**src/rtl/mpc_pkg.sv**
```systemverilog
// Package: state and phase encodings shared by the power state controller.
// Assumes codes 6 and 7 are never valid requested states.
package mpc_pkg;
    typedef enum logic [2:0] {
        ST_ENABLE    = 3'd0,
        ST_DISABLE   = 3'd1,
        ST_SYNCRST   = 3'd2,
        ST_RSTOFF    = 3'd3,
        ST_AUTOSLEEP = 3'd4,
        ST_AUTOWAKE  = 3'd5
    } pstate_e;

    typedef enum logic [1:0] {
        PH_SLEEP  = 2'd0,
        PH_WAKE   = 2'd1,
        PH_AWAKE  = 2'd2,
        PH_LINGER = 2'd3
    } phase_e;

    function automatic logic is_auto(pstate_e s);
        return (s == ST_AUTOSLEEP) || (s == ST_AUTOWAKE);
    endfunction

    function automatic logic code_ok(logic [2:0] c);
        return c <= 3'd5;
    endfunction
endpackage

```
**src/rtl/mpc_sw_ctl.sv**
```systemverilog
// Software request latch and current-state register.
// Holds one accepted write until no wake is in progress, then applies it.
// Assumes wake_finish only pulses while wake_active is high.
module mpc_sw_ctl
    import mpc_pkg::*;
#(
    parameter bit START_ENABLED = 1'b0
) (
    input  logic       clk,
    input  logic       rst_n,
    input  logic       sw_wr,
    input  logic [2:0] sw_code,
    input  logic       wake_active,
    input  logic       wake_finish,
    output pstate_e    cur_state,
    output logic       busy,
    output logic       apply
);
    localparam pstate_e RESET_STATE = START_ENABLED ? ST_ENABLE : ST_RSTOFF;

    logic    pend_valid;
    pstate_e pend_state;

    assign busy  = pend_valid;
    assign apply = pend_valid && !wake_active;

    // Accept a valid write when idle; clear it once applied.
    always_ff @(posedge clk) begin
        if (!rst_n) begin
            pend_valid <= 1'b0;
            pend_state <= RESET_STATE;
        end else if (apply) begin
            pend_valid <= 1'b0;
        end else if (!pend_valid && sw_wr && code_ok(sw_code)) begin
            pend_valid <= 1'b1;
            pend_state <= pstate_e'(sw_code);
        end
    end

    // Current state: software apply, or auto-wake settling into Enable.
    always_ff @(posedge clk) begin
        if (!rst_n) begin
            cur_state <= RESET_STATE;
        end else if (apply) begin
            cur_state <= pend_state;
        end else if (wake_finish && cur_state == ST_AUTOWAKE) begin
            cur_state <= ST_ENABLE;
        end
    end


    busy_hold_chk: assert property (@(posedge clk) disable iff (!rst_n)
        (busy && wake_active) |=> busy);


    no_accept_busy_chk: assert property (@(posedge clk) disable iff (!rst_n)
        (busy && sw_wr && !apply) |=> $stable(pend_state));


    accept_chk: assert property (@(posedge clk) disable iff (!rst_n)
        (!busy && sw_wr && code_ok(sw_code)) |=> (busy && pend_state == pstate_e'($past(sw_code))));
endmodule

```
**src/rtl/mpc_wake_seq.sv**
```systemverilog
// Wake sequencer for the automatic modes: idle, wake countdown, serve, linger.
// Assumes a pending software apply takes priority and returns it to idle.
module mpc_wake_seq
    import mpc_pkg::*;
#(
    parameter int WAKE_LAT = 4
) (
    input  logic    clk,
    input  logic    rst_n,
    input  pstate_e cur_state,
    input  logic    apply,
    input  logic    bus_req,
    output phase_e  phase,
    output logic    wake_finish
);
    localparam int CW = $clog2(WAKE_LAT + 1);
    localparam logic [CW-1:0] LAST = CW'(WAKE_LAT - 1);

    logic [CW-1:0] cnt;

    assign wake_finish = (phase == PH_WAKE) && (cnt == LAST);

    // Phase and latency counter update.
    always_ff @(posedge clk) begin
        if (!rst_n) begin
            phase <= PH_SLEEP;
            cnt   <= '0;
        end else if (apply) begin
            phase <= PH_SLEEP;
            cnt   <= '0;
        end else begin
            case (phase)
                PH_SLEEP: begin
                    if (is_auto(cur_state) && bus_req) begin
                        phase <= PH_WAKE;
                        cnt   <= '0;
                    end
                end
                PH_WAKE: begin
                    if (cnt == LAST) phase <= PH_AWAKE;
                    else             cnt   <= cnt + 1'b1;
                end
                PH_AWAKE: begin
                    if (bus_req) phase <= PH_LINGER;
                end
                default: begin
                    if (!bus_req) phase <= PH_SLEEP;
                end
            endcase
        end
    end


    sleep_hold_chk: assert property (@(posedge clk) disable iff (!rst_n)
        (phase == PH_SLEEP && !bus_req && !apply) |=> phase == PH_SLEEP);


    wake_entry_chk: assert property (@(posedge clk) disable iff (!rst_n)
        (phase == PH_SLEEP && is_auto(cur_state) && bus_req && !apply) |=> (phase == PH_WAKE && cnt == '0));


    linger_exit_chk: assert property (@(posedge clk) disable iff (!rst_n)
        (phase == PH_LINGER && cur_state == ST_AUTOSLEEP && !bus_req && !apply) |=> phase == PH_SLEEP);
endmodule

```
**src/rtl/mpc_out_dec.sv**
```systemverilog
// Output decoder: maps current state and wake phase to reset, clock enable, ready.
// Purely combinational; assumes phase is idle outside the automatic modes.
module mpc_out_dec
    import mpc_pkg::*;
(
    input  pstate_e cur_state,
    input  phase_e  phase,
    output logic    mod_rst_n,
    output logic    mod_clk_en,
    output logic    bus_ready
);
    // Per-state output combination.
    always_comb begin
        mod_rst_n  = 1'b1;
        mod_clk_en = 1'b0;
        bus_ready  = 1'b0;
        case (cur_state)
            ST_ENABLE: begin
                mod_clk_en = 1'b1;
                bus_ready  = 1'b1;
            end
            ST_DISABLE: begin
            end
            ST_SYNCRST: begin
                mod_rst_n  = 1'b0;
                mod_clk_en = 1'b1;
                bus_ready  = 1'b1;
            end
            ST_RSTOFF: begin
                mod_rst_n  = 1'b0;
            end
            default: begin
                mod_clk_en = (phase != PH_SLEEP);
                bus_ready  = (phase == PH_AWAKE) || (phase == PH_LINGER);
            end
        endcase
    end
endmodule

```
**src/rtl/mod_power_ctl.sv**
```systemverilog
// Top: power state controller for one peripheral module.
// Ties the software latch, wake sequencer and output decoder together.
// Assumes WAKE_LAT >= 1; the clock gate itself sits outside this block.
module mod_power_ctl
    import mpc_pkg::*;
#(
    parameter int WAKE_LAT      = 4,
    parameter bit START_ENABLED = 1'b0
) (
    input  logic       clk,
    input  logic       rst_n,
    input  logic       sw_wr,
    input  logic [2:0] sw_code,
    input  logic       bus_req,
    output logic       mod_rst_n,
    output logic       mod_clk_en,
    output logic       bus_ready,
    output logic [2:0] status_state,
    output logic       status_busy
);
    pstate_e cur_state;
    phase_e  phase;
    logic    busy;
    logic    apply;
    logic    wake_finish;
    logic    wake_active;

    assign wake_active  = (phase == PH_WAKE);
    assign status_state = cur_state;
    assign status_busy  = busy;

    mpc_sw_ctl #(.START_ENABLED(START_ENABLED)) u_sw (
        .clk(clk), .rst_n(rst_n), .sw_wr(sw_wr), .sw_code(sw_code),
        .wake_active(wake_active), .wake_finish(wake_finish),
        .cur_state(cur_state), .busy(busy), .apply(apply)
    );

    mpc_wake_seq #(.WAKE_LAT(WAKE_LAT)) u_seq (
        .clk(clk), .rst_n(rst_n), .cur_state(cur_state), .apply(apply),
        .bus_req(bus_req), .phase(phase), .wake_finish(wake_finish)
    );

    mpc_out_dec u_dec (
        .cur_state(cur_state), .phase(phase),
        .mod_rst_n(mod_rst_n), .mod_clk_en(mod_clk_en), .bus_ready(bus_ready)
    );


    wake_clk_chk: assert property (@(posedge clk) disable iff (!rst_n)
        (is_auto(cur_state) && mod_clk_en && !bus_ready) |=> mod_clk_en);


    rst_fall_chk: assert property (@(posedge clk) disable iff (!rst_n)
        $fell(mod_rst_n) |-> $past(busy));


    autowake_stay_chk: assert property (@(posedge clk) disable iff (!rst_n)
        (cur_state == ST_ENABLE && !busy) |=> (mod_clk_en && bus_ready));
endmodule

```
**config.mk**
```make
export PLATFORM = sky130hd
export DESIGN_NAME = mod_power_ctl
export DESIGN_NICKNAME = d
export VERILOG_FILES = /design/src/rtl/mpc_pkg.sv /design/src/rtl/mpc_sw_ctl.sv /design/src/rtl/mpc_wake_seq.sv /design/src/rtl/mpc_out_dec.sv /design/src/rtl/mod_power_ctl.sv
export SDC_FILE = /design/constraint.sdc
export NUM_CORES = 1
export LEC_CHECK = 0
export BUFFER_PORTS_ARGS = -buffer_cell sky130_fd_sc_hd__buf_4
export CAP_MARGIN = 20
export CORE_MARGIN = 4
export CORE_UTILIZATION = 49
export CTS_CLUSTER_SIZE = 16
export DETAILED_ROUTE_END_ITERATION = 12
export PLACE_DENSITY = 0.78
export SLEW_MARGIN = 20
export SYNTH_ARGS = -nofsm -noshare
export SYNTH_HDL_FRONTEND = slang
export SYNTH_SLANG_ARGS = --single-unit
```
**constraint.sdc**
```tcl
create_clock -name clk -period 2.9 [get_ports clk]
set_input_delay 0.145 -clock clk [delete_from_list [all_inputs] [get_ports clk]]
set_output_delay 0.145 -clock clk [all_outputs]
set_load 0.02 [all_outputs]
```
* After elaboration in Yosys (flattened, before gate mapping)
Cells that the tools add are included.
W data, S select, Z words.
** Storage, ports and cells
- Register bits :: 12
- Bits of input ports :: 7
- Output and inout bits :: 7
- Word-level logic and storage cells :: 58
** Operators by class
- Add/subtract/negate cells :: 1
- Magnitude comparators :: 1
- Equality and inequality tests :: 14
- Multiplexer cells :: 13
- Bitwise gates (word level) :: 2
- Reduce and logical (&&, ||, !) cells :: 22
** Operators with widths (count)
- $mux W3 :: 4
- $eq A3 B2 Y1 const B :: 3
- $mux W2 :: 4
- $reduce_or A2 Y1 :: 4
- $eq A3 B3 Y1 const B :: 2
- $logic_and A1 B1 Y1 :: 6
- $pmux W2 S3 :: 1
- $pmux W3 S2 :: 1
- $reduce_bool A2 Y1 :: 3
- $eq A2 B2 Y1 const B :: 2
- $ne A2 B1 Y1 const B :: 2
- $ne A2 B2 Y1 const B :: 2
- $ne A4 B1 Y1 const B :: 1
- $pmux W1 S2 :: 2
- $reduce_and A4 Y1 :: 1
- $add A3 B1 Y3 const B :: 1
- $eq A3 B1 Y1 const B :: 1
- $le A3 B3 Y1 const B :: 1
- $logic_not A3 Y1 :: 1
- $reduce_and A3 Y1 :: 1
- $eq A2 B1 Y1 const B :: 1
- $logic_not A1 Y1 :: 2
- $logic_not A2 Y1 :: 1
- $logic_or A1 B1 Y1 :: 2
- 3 further kinds :: 4

* Longest topological paths before layout
Gate-level depths: netlist of run 1.
- Depth in word-level cells :: 5
- Gate-level depth with buffers :: 7

* Modules after synthesis
From an unflattened synthesis of run 1, not the netlist that was laid out.
** Unflattened totals
- Cell total of the unflattened synthesis :: 87
- Area total of the unflattened synthesis :: 807.0 sq um
** Modules (own cells, without submodules)
- mpc_wake_seq :: times used 1, cells an instance 48, area an instance 449.2 sq um
- mpc_sw_ctl :: times used 1, cells an instance 32, area an instance 312.8 sq um
- mpc_out_dec :: times used 1, cells an instance 6, area an instance 31.3 sq um
- mod_power_ctl :: times used 1, cells an instance 1, area an instance 13.8 sq um

* Least setup slack after synthesis of run 1
Ideal clock, no wire load.
- Path kind :: register to register
- From :: register u_seq.phase[1]
- To :: register u_seq.phase[0]
- Arrival :: 1.458 ns
- Slack :: 1.370 ns
- Cell stages (with the launch flop) :: 7
- Cell sequence :: dfxtp_1 -> inv_1 -> ha_1 -> buf_2 -> nor2b_1 -> a2111oi_4 -> mux2i_1
** On the way
- Word-level cells in the longest chain between the ends :: 4
** RTL lines
- from (decl) :: RTL line mpc_wake_seq.sv:13 : output phase_e phase,
- from (signal assigned) :: RTL line mpc_wake_seq.sv:26 : phase <= PH_SLEEP;
- from (signal assigned) :: RTL line mpc_wake_seq.sv:29 : phase <= PH_SLEEP;
- from (signal assigned) :: RTL line mpc_wake_seq.sv:35 : phase <= PH_WAKE;
- parallel branches: the longest is 4 deep, another holds $ne A4 B1 Y1
Parallel ways; which one is timed is not known.
A chain may end at the register's enable or synchronous reset.

* Worst setup path after layout of run 1
Same ends and word-level chain as after synthesis.

==> results of run 1 <==
[worst max-delay path: cells and delay by family (launching register included)]
family | cells | cell delay, ns
AO/OA/AOI/OAI | 1 | 0.19
AND/OR/NAND/NOR | 1 | 0.47
adder cells (fa/ha/maj) | 1 | 0.34
flip-flops | 1 | 0.35
multiplexers | 1 | 0.17
buffers and inverters | 1 | 0.09
[layer usage]
metal	part of all wire (%)	GRT usage (%)
met3	5.4	3.52
met1	45	19.1
met2	47	25.0
met5	0	0
met4	1.9	11.6
[power by group through the flow]
| stage | sequential (mW) | combinational, mW | clock, mW |
|---|---|---|---|
| 2_1_floorplan | 0.182 | 0.0285 | 0 |
| 3_3_place_gp | 0.180 | 0.0514 | 0 |
| 3_5_place_dp | 0.180 | 0.0521 | 0 |
| 4_1_cts | 0.176 | 0.0522 | 0.135 |
| 5_1_grt | 0.177 | 0.0559 | 0.141 |
| 6_report | 0.176 | 0.0518 | 0.129 |
[final cells by class]
| cell class | instances | area, um2 | area share [%] |
|---|---|---|---|
| clock buffers | 4 | 36.3 | 4.20 |
| inverters | 6 | 22.5 | 2.60 |
| multi-input cells | 58 | 449 | 52.0 |
| flip-flops and latches | 12 | 240 | 27.8 |
| well taps | 15 | 18.8 | 2.17 |
| repair buffers | 13 | 97.6 | 11.3 |
[registers in the layout (all words and copies together), names as in the netlist]
register and count:
u_seq.cnt 3, u_seq.phase 2, u_sw.busy 1, u_sw.cur_state 3, u_sw.pend_state 3
[cell usage after synthesis (all sizes together)]
cell | n | area [um2]
nand2 | 3 | 11.3
inv | 6 | 22.5
buf | 4 | 18.8
mux2i | 6 | 60.1
o2111ai | 2 | 17.5
a21boi | 2 | 15.0
a21oi | 4 | 20.0
nand2b | 3 | 18.8
ha | 7 | 87.6
nor2b | 2 | 12.5
nor2 | 2 | 7.51
o211ai | 2 | 15.0
nor3 | 1 | 5.00
dfxtp | 12 | 240
a211oi | 1 | 12.5
nand3b | 3 | 22.5
a2111oi | 1 | 27.5
nand3 | 11 | 55.1
o21ba | 1 | 10.0
o21ai | 4 | 20.0
a21bo | 1 | 10.0
nor4b | 1 | 15.0
and2 | 1 | 6.26
[worst min-delay path by stage]
stage | to | slack (ns) | depth (start not counted)
after floorplan | u_sw.pend_state[0] | 0.29 | 2
after global placement | u_sw.pend_state[0] | 0.38 | 3
after detailed placement | u_sw.pend_state[0] | 0.39 | 3
after CTS | u_sw.pend_state[0] | 0.10 | 3
after global routing | u_sw.pend_state[0] | 0.11 | 3
final | u_sw.pend_state[0] | 0.11 | 3
[cells by family (layout without fill, tap and decap cells)]
| kind of cell | Yosys count | after routing |
|---|---|---|
| AO/OA/AOI/OAI | 18 | 18 |
| adder cells (fa/ha/maj) | 7 | 7 |
| buffers and inverters | 10 | 23 |
| flip-flops | 12 | 12 |
| multiplexers | 6 | 6 |
| AND/OR/NAND/NOR | 27 | 27 |
[per-stage QoR]
step	hold WS [ns]	std cells	setup WS [ns]	instance area, um2	power [mW]
3_5_place_dp	0.389	104	1.21	828	0.232
2_1_floorplan	0.293	80	1.37	731	0.210
3_3_place_gp	0.383	104	1.24	828	0.231
4_1_cts	0.104	108	1.20	865	0.363
5_1_grt	0.109	108	1.07	865	0.374
6_report	0.108	108	1.22	865	0.356
==> flow_summary.yaml, run 1 <==
drt:
  viasPerCell: 5.64
  wl_per_cell_um: 12.9
  antenna_left: 0
  vias: 609
  drt_iter0_drc: 9
  drt-pass1-iter-count: 4
  drc: 0
  drt-total-wl_um: 1400
sta:
  finalSetupViolations: 0
  min_period_ns: 1.68
  hold_viol_final: 0
  rsz0062_at_grt: "false"
  period_share_pct: 58.1
  relSlewSlack_pct: 67.1
  fin_setup_tns_ns: 0
  max_freq_mhz: 594
  finalMaxSlewViolations: 0
  worst_pin_slew_ns: 0.493
  fin_skew_ns: 0.00182
power_and_ir_drop:
  power_switching_share_pct: 24.3
  comb_power_share_pct: 14.5
  p_int_uw: 270
  ir_drop_mv: 0.348
  power_frac_seq_pct: 49.4
  p_leak_nw: 0.350
  powerDensity_nw_per_um2: 412
  p_clk_share_pct: 36.1
  power_switching_uw: 86.6
setup_path:
  r2r_cells: 5
  crit_start: "u_seq.phase[1]"
  crit_end: "u_seq.phase[0]"
  critPathArrivalTime_ns: 1.88
  critPathRequiredTime_ns: 3.10
  critical_path.cell_chain: "inv_1 -> ha_1 -> nand2b_1 -> o2111ai_1 -> mux2i_1"
  cp-start-kind: "flop"
  critPathCaptureType: "flop"
  worstReg2RegEnd: "u_seq.phase[0]"
  crit_fanout: 13
  critPathSlowestCell: "nand2b_1"
  rrSetupSlack_ns: 1.22
  worstSetupPathType: "reg2reg"
  regToRegStartpoint: "u_seq.phase[1]"
  slowest_delay_ns: 0.47
synth:
  syn_area_per_cell_um2: 9.13
  synthMuxAreaShare_pct: 8.22
  synth_warnings: 0
  synth_compound_area_share_pct: 20.2
  yosysUniqueCellTypes: 24
  synth_top_family_by_area: "simple AND/OR/NAND/NOR gates"
  ys_seq_area_share_pct: 32.9
  synthCells: 80
  synth_area_um2: 731
  synth_nets: 94
  synthSimpleGateAreaFrac_pct: 21.1
  synth_fa_ha_area_share_pct: 12.0
  synth-xor-area-share_pct: 0
  ys_ff_latch: 12
finish:
  diodes: 0
  final_util_pct: 64.0
  final_cell_mix: "buf_4 (13), dfxtp_1 (12), nand3_1 (11)"
  final_common_cell: "buf_4"
  drive_gt1_share_pct: 23.7
  fillCellCount: 125
  num-nets-final: 108
  synthToLayoutAreaGrowth_pct: 18.3
hold_path:
  hold_class: "in2reg"
  min_from: "sw_code[0]"
clock_tree:
  clockBufferDepth: 2
  post_cts_buffers: 0
  htreeDepth: 1
  clock-sinks: 12
  postCtsHoldBufs: 0
  root_buffer: "clkbuf_4"
  numCtsBuffers: 3
  cts_resized: 0
  cts_tree: "built"
  insertion_delay_ns: 0.27
  clk_pin_slew_ns: 0.07
global_route:
  gr-total-overflow: 0
  grt_pass1_wl_um: 2420
  grt_pass1_vias: 563
  antenna_found_initial: 0
  grt_max_degree: 19
  grt_use_total_pct: 16.0
outcome:
  status: "finished clean"
floorplan:
  start_util_pct: 54.1
  dieArea_um2: 2170
  pin_count: 14
  die_h_um: 46.6
  rows: 13
  coreArea_um2: 1350
  die_x_um: 46.6
place:
  dp_hpwl_um: 1080
  gp_congestion: 0.722
  port_buffers: 13
job:
  cap_violations: 0
(Power assumes the default switching activity.)
==> run 2: changes to the inputs <==
- clock period: 2.9 -> 1.6 ns (I/O delays scaled with it)
==> flow_summary.yaml, run 2 (synthesis results as in run 1) <==
sta:
  hold_viol_final: 0
  fin_skew_ns: 0.00222
  finalMaxSlewViolations: 0
  max_freq_mhz: 662
  setup_ws_ns: 0.0897
  rsz0062_at_grt: "false"
  finalSetupViolations: 0
  relSlewSlack_pct: 77.3
  period_share_pct: 94.4
  worst_pin_slew_ns: 0.337
  holdWs_ns: 0.0374
  min_period_ns: 1.51
drt:
  drt_iter0_drc: 10
  drc: 0
  vias: 644
  viasPerCell: 5.70
  drt-total-wl_um: 1490
  wl_per_cell_um: 13.2
  antenna_left: 0
  drt-pass1-iter-count: 4
finish:
  multiInputGateArea_um2: 452
  final_common_cell: "buf_4"
  final_cell_mix: "buf_4 (18), nand3_1 (11), dfxtp_1 (11)"
  seq_area_um2: 241
  fillCellCount: 127
  diodes: 0
  top_regs: "u_seq.cnt: 3 flops, u_sw.cur_state: 3 flops, u_sw.pend_state: 3 flops"
  drive_gt1_share_pct: 29.6
  num-nets-final: 113
  synthToLayoutAreaGrowth_pct: 24.0
  final_util_pct: 67.1
setup_path:
  cp-start-kind: "flop"
  critPathCaptureType: "flop"
  crit_fanout: 6
  worstSetupPathType: "reg2reg"
  critPathArrivalTime_ns: 1.71
  critPathRequiredTime_ns: 1.80
place:
  gp_congestion: 0.789
  pre_cts_ws_ns: -0.0189
  dp_hpwl_um: 1170
  port_buffers: 13
floorplan:
  die_h_um: 46.6
  coreArea_um2: 1350
  pin_count: 14
  rows: 13
  start_util_pct: 54.1
  dieArea_um2: 2170
  die_x_um: 46.6
power_and_ir_drop:
  powerDensity_nw_per_um2: 722
  p_leak_nw: 0.374
  power_switching_uw: 160
  power_frac_seq_pct: 48.7
  p_clk_share_pct: 36.0
  p_int_uw: 494
  power_switching_share_pct: 24.4
  comb_power_share_pct: 15.3
  ir_drop_mv: 0.459
clock_tree:
  postCtsHoldBufs: 0
  cts_tree: "built"
  root_buffer: "clkbuf_4"
  htreeDepth: 1
  clk_pin_slew_ns: 0.07
  numCtsBuffers: 3
  clock-sinks: 12
  insertion_delay_ns: 0.27
  clockBufferDepth: 2
global_route:
  met3_usage_pct: 3.13
  gr-total-overflow: 0
  grt_pass1_vias: 604
  grt_pass1_wl_um: 2370
  grt_use_met2_pct: 26.6
  met1_usage_pct: 16.4
  grt-busiest-layer: "met2"
  antenna_found_initial: 0
  grt_use_total_pct: 15.2
  grt_max_degree: 19
hold_path:
  hold_class: "in2reg"
job:
  cap_violations: 0
outcome:
  status: "finished clean"
[run 2: cell count changes in the layout (fill, tap and decap cells not counted), sizes merged]
cell	change
buf	+5
[run 2: area by class of cell]
| class | instances | share of cell area (%) |
|---|---|---|
| Multi-Input combinational cell | 58 | 49.9 |
| Sequential cell | 12 | 26.7 |
| Timing Repair Buffer | 18 | 14.9 |
| Clock buffer | 4 | 4.01 |
| Inverter | 6 | 2.49 |
| Tap cell | 15 | 2.07 |
[run 2: per-layer routing]
layer,up-vias,share of wire (%)
met1,293,39
met2,23,52
li1,322,-
met5,-,0
met4,0,1.9
met3,6,6.6
[run 2: what timing repair did]
item | in CTS | in global routing
setup buffers | 0 | 0
endpoints found under the setup margin | 2 | 2
resized for setup | 1 | 1
[run 2: worst paths after layout]
path,startpoint,endpoint,slack (ns),cells after the start
worst max-delay path,u_seq.phase[1],u_seq.phase[0],0.09,5
worst min register to register,u_sw.pend_state[2],u_sw.cur_state[2],0.47,2
worst max register to register,u_seq.phase[1],u_seq.phase[0],0.09,5
worst min-delay path,sw_code[0],u_sw.pend_state[0],0.04,3
[run 2: power groups by stage]
stage / clock (mW) / sequential [mW] / combinational [mW]
floorplan: 0 / 0.330 / 0.0517
global placement: 0 / 0.325 / 0.0986
detailed placement: 0 / 0.325 / 0.100
CTS: 0.240 / 0.318 / 0.101
global route: 0.251 / 0.320 / 0.109
finish: 0.236 / 0.318 / 0.100
[run 2: stage by stage]
step           cells  area, um2  setup TNS, ns  power, mW
2_1_floorplan     80        731              0      0.382
3_3_place_gp     109        866              0      0.424
3_5_place_dp     109        866        -0.0378      0.426
4_1_cts          113        905              0      0.659
5_1_grt          113        906              0      0.681
6_report         113        906              0      0.654
[run 2: critical path, cell delays in order (launching register included)]
cell and delay, ns:
dfxtp_1 0.35, inv_1 0.07, ha_1 0.26, nor2b_1 0.19, a2111oi_4 0.38, mux2i_1 0.21
==> run 3: changes to the inputs <==
- GPL_TIMING_DRIVEN: not set -> 1
- REMOVE_ABC_BUFFERS: not set -> 1
==> flow_summary.yaml, run 3 (synthesis results as in run 1) <==
outcome:
  status: "finished clean"
setup_path:
  slowest_delay_ns: 0.38
  critPathBufInv: 1
  worstSetupPathType: "reg2reg"
  critPathCaptureType: "flop"
  cp-start-kind: "flop"
  regToRegStartpoint: "u_seq.phase[0]"
  critPathSlowestCell: "dfxtp_4"
  critPathArrivalTime_ns: 1.70
  path_delay_family: "compound AO/OA/AOI/OAI gates"
  critPathRequiredTime_ns: 1.79
  critical_path.cell_chain: "inv_2 -> ha_4 -> o21ba_4 -> a2111oi_4 -> mux2i_1"
  crit_start: "u_seq.phase[0]"
  crit_fanout: 5
sta:
  period_share_pct: 94.6
  finalSetupViolations: 0
  worst_pin_slew_ns: 0.333
  rsz0062_at_grt: "true"
  relSlewSlack_pct: 77.8
  hold_viol_final: 0
  finalMaxSlewViolations: 0
  fin_setup_tns_ns: 0
  min_period_ns: 1.51
  max_freq_mhz: 661
  fin_skew_ns: 0.00685
finish:
  design_area_um2: 956
  top_regs: "u_seq.cnt: 3 flops, u_sw.cur_state: 3 flops, u_sw.pend_state: 3 flops"
  synthToLayoutAreaGrowth_pct: 30.8
  drive_gt1_share_pct: 34.3
  diodes: 0
  num-nets-final: 114
  final_cell_mix: "buf_4 (19), nand3_1 (11), dfxtp_1 (10)"
  final_util_pct: 70.8
  stdcell_count: 114
  final_common_cell: "buf_4"
clock_tree:
  numCtsBuffers: 3
  insertion_delay_ns: 0.27
  root_buffer: "clkbuf_4"
  cts_tree: "built"
  postCtsHoldBufs: 0
  clock-sinks: 12
  clockBufferDepth: 2
  htreeDepth: 1
  clk_pin_slew_ns: 0.08
global_route:
  antenna_found_initial: 0
  gr-total-overflow: 0
  grt_pass1_vias: 589
  grt_max_degree: 19
  grt_use_total_pct: 16.2
  grt_pass1_wl_um: 2480
drt:
  antenna_left: 0
  vias: 644
  drc: 0
  drt-total-wl_um: 1500
  drt_iter0_drc: 12
  wl_per_cell_um: 13.2
  drt-pass1-iter-count: 4
  viasPerCell: 5.65
floorplan:
  start_util_pct: 54.1
  die_h_um: 46.6
  die_x_um: 46.6
  rows: 13
  coreArea_um2: 1350
  dieArea_um2: 2170
  pin_count: 14
place:
  gp_congestion: 0.715
  dp_hpwl_um: 1060
  port_buffers: 13
  dp_cells: 107
  placed_area_um2: 851
hold_path:
  min_from: "sw_code[0]"
  hold_class: "in2reg"
power_and_ir_drop:
  ir_drop_mv: 0.593
  powerDensity_nw_per_um2: 683
  p_leak_nw: 0.381
job:
  cap_violations: 0
[run 3: cell types whose count changed in the layout (fill, tap and decap cells not counted), sizes merged]
| cell | previous run | this run |
|---|---|---|
| buf | 18 | 19 |
[run 3: what timing repair did]
action / 4_1_cts / 5_1_grt
buffers inserted: 0 / 3
gates resized for setup: 1 / 10
pin swaps: 0 / 2
endpoints found under the setup margin: 2 / 6
[run 3: tightest hold or removal path, stage by stage]
cell and delay, ns:
buf_4 0.08, nand3_1 0.05, nand3_1 0.07
[run 3: layout make-up]
class | count | area, um2
fill | 114 | 394
inverter | 6 | 22.5
tap | 15 | 18.8
timing repair buffer | 19 | 143
multi-input combinational | 58 | 490
sequential | 12 | 245
clock buffer | 4 | 36.3
[run 3: power by group]
group          leakage [nW]  switching, mW  total (mW)  internal (mW)
clock network        0.0210         0.0972       0.235          0.138
logic                 0.261         0.0529       0.101         0.0482
registers            0.0991        0.00961       0.317          0.307
[run 3: metrics by stage]
step           setup WS, ns  hold slack [ns]  total power [mW]
5_1_grt             -0.0165           0.0423             0.689
3_3_place_gp         0.0543            0.325             0.424
6_report             0.0861           0.0439             0.653
4_1_cts              0.0345           0.0374             0.664
3_5_place_dp        -0.0221            0.321             0.425
2_1_floorplan         0.106            0.142             0.374
[run 3: path summary, 6_finish.rpt]
check	endpoint	slack [ns]	depth (start not counted)
hold / removal	u_sw.pend_state[0]	0.04	3
hold reg to reg	u_sw.cur_state[2]	0.47	2
setup / recovery	u_seq.phase[0]	0.09	5
setup reg to reg	u_seq.phase[0]	0.09	5
[run 3: layer usage]
layer | GRT usage, % | up-vias | wire (um)
met5 | 0 | - | 0
met4 | 9.94 | 0 | 21
met3 | 3.91 | 4 | 87
met2 | 25.3 | 19 | 666
met1 | 19.6 | 297 | 726
li1 | - | 324 | -
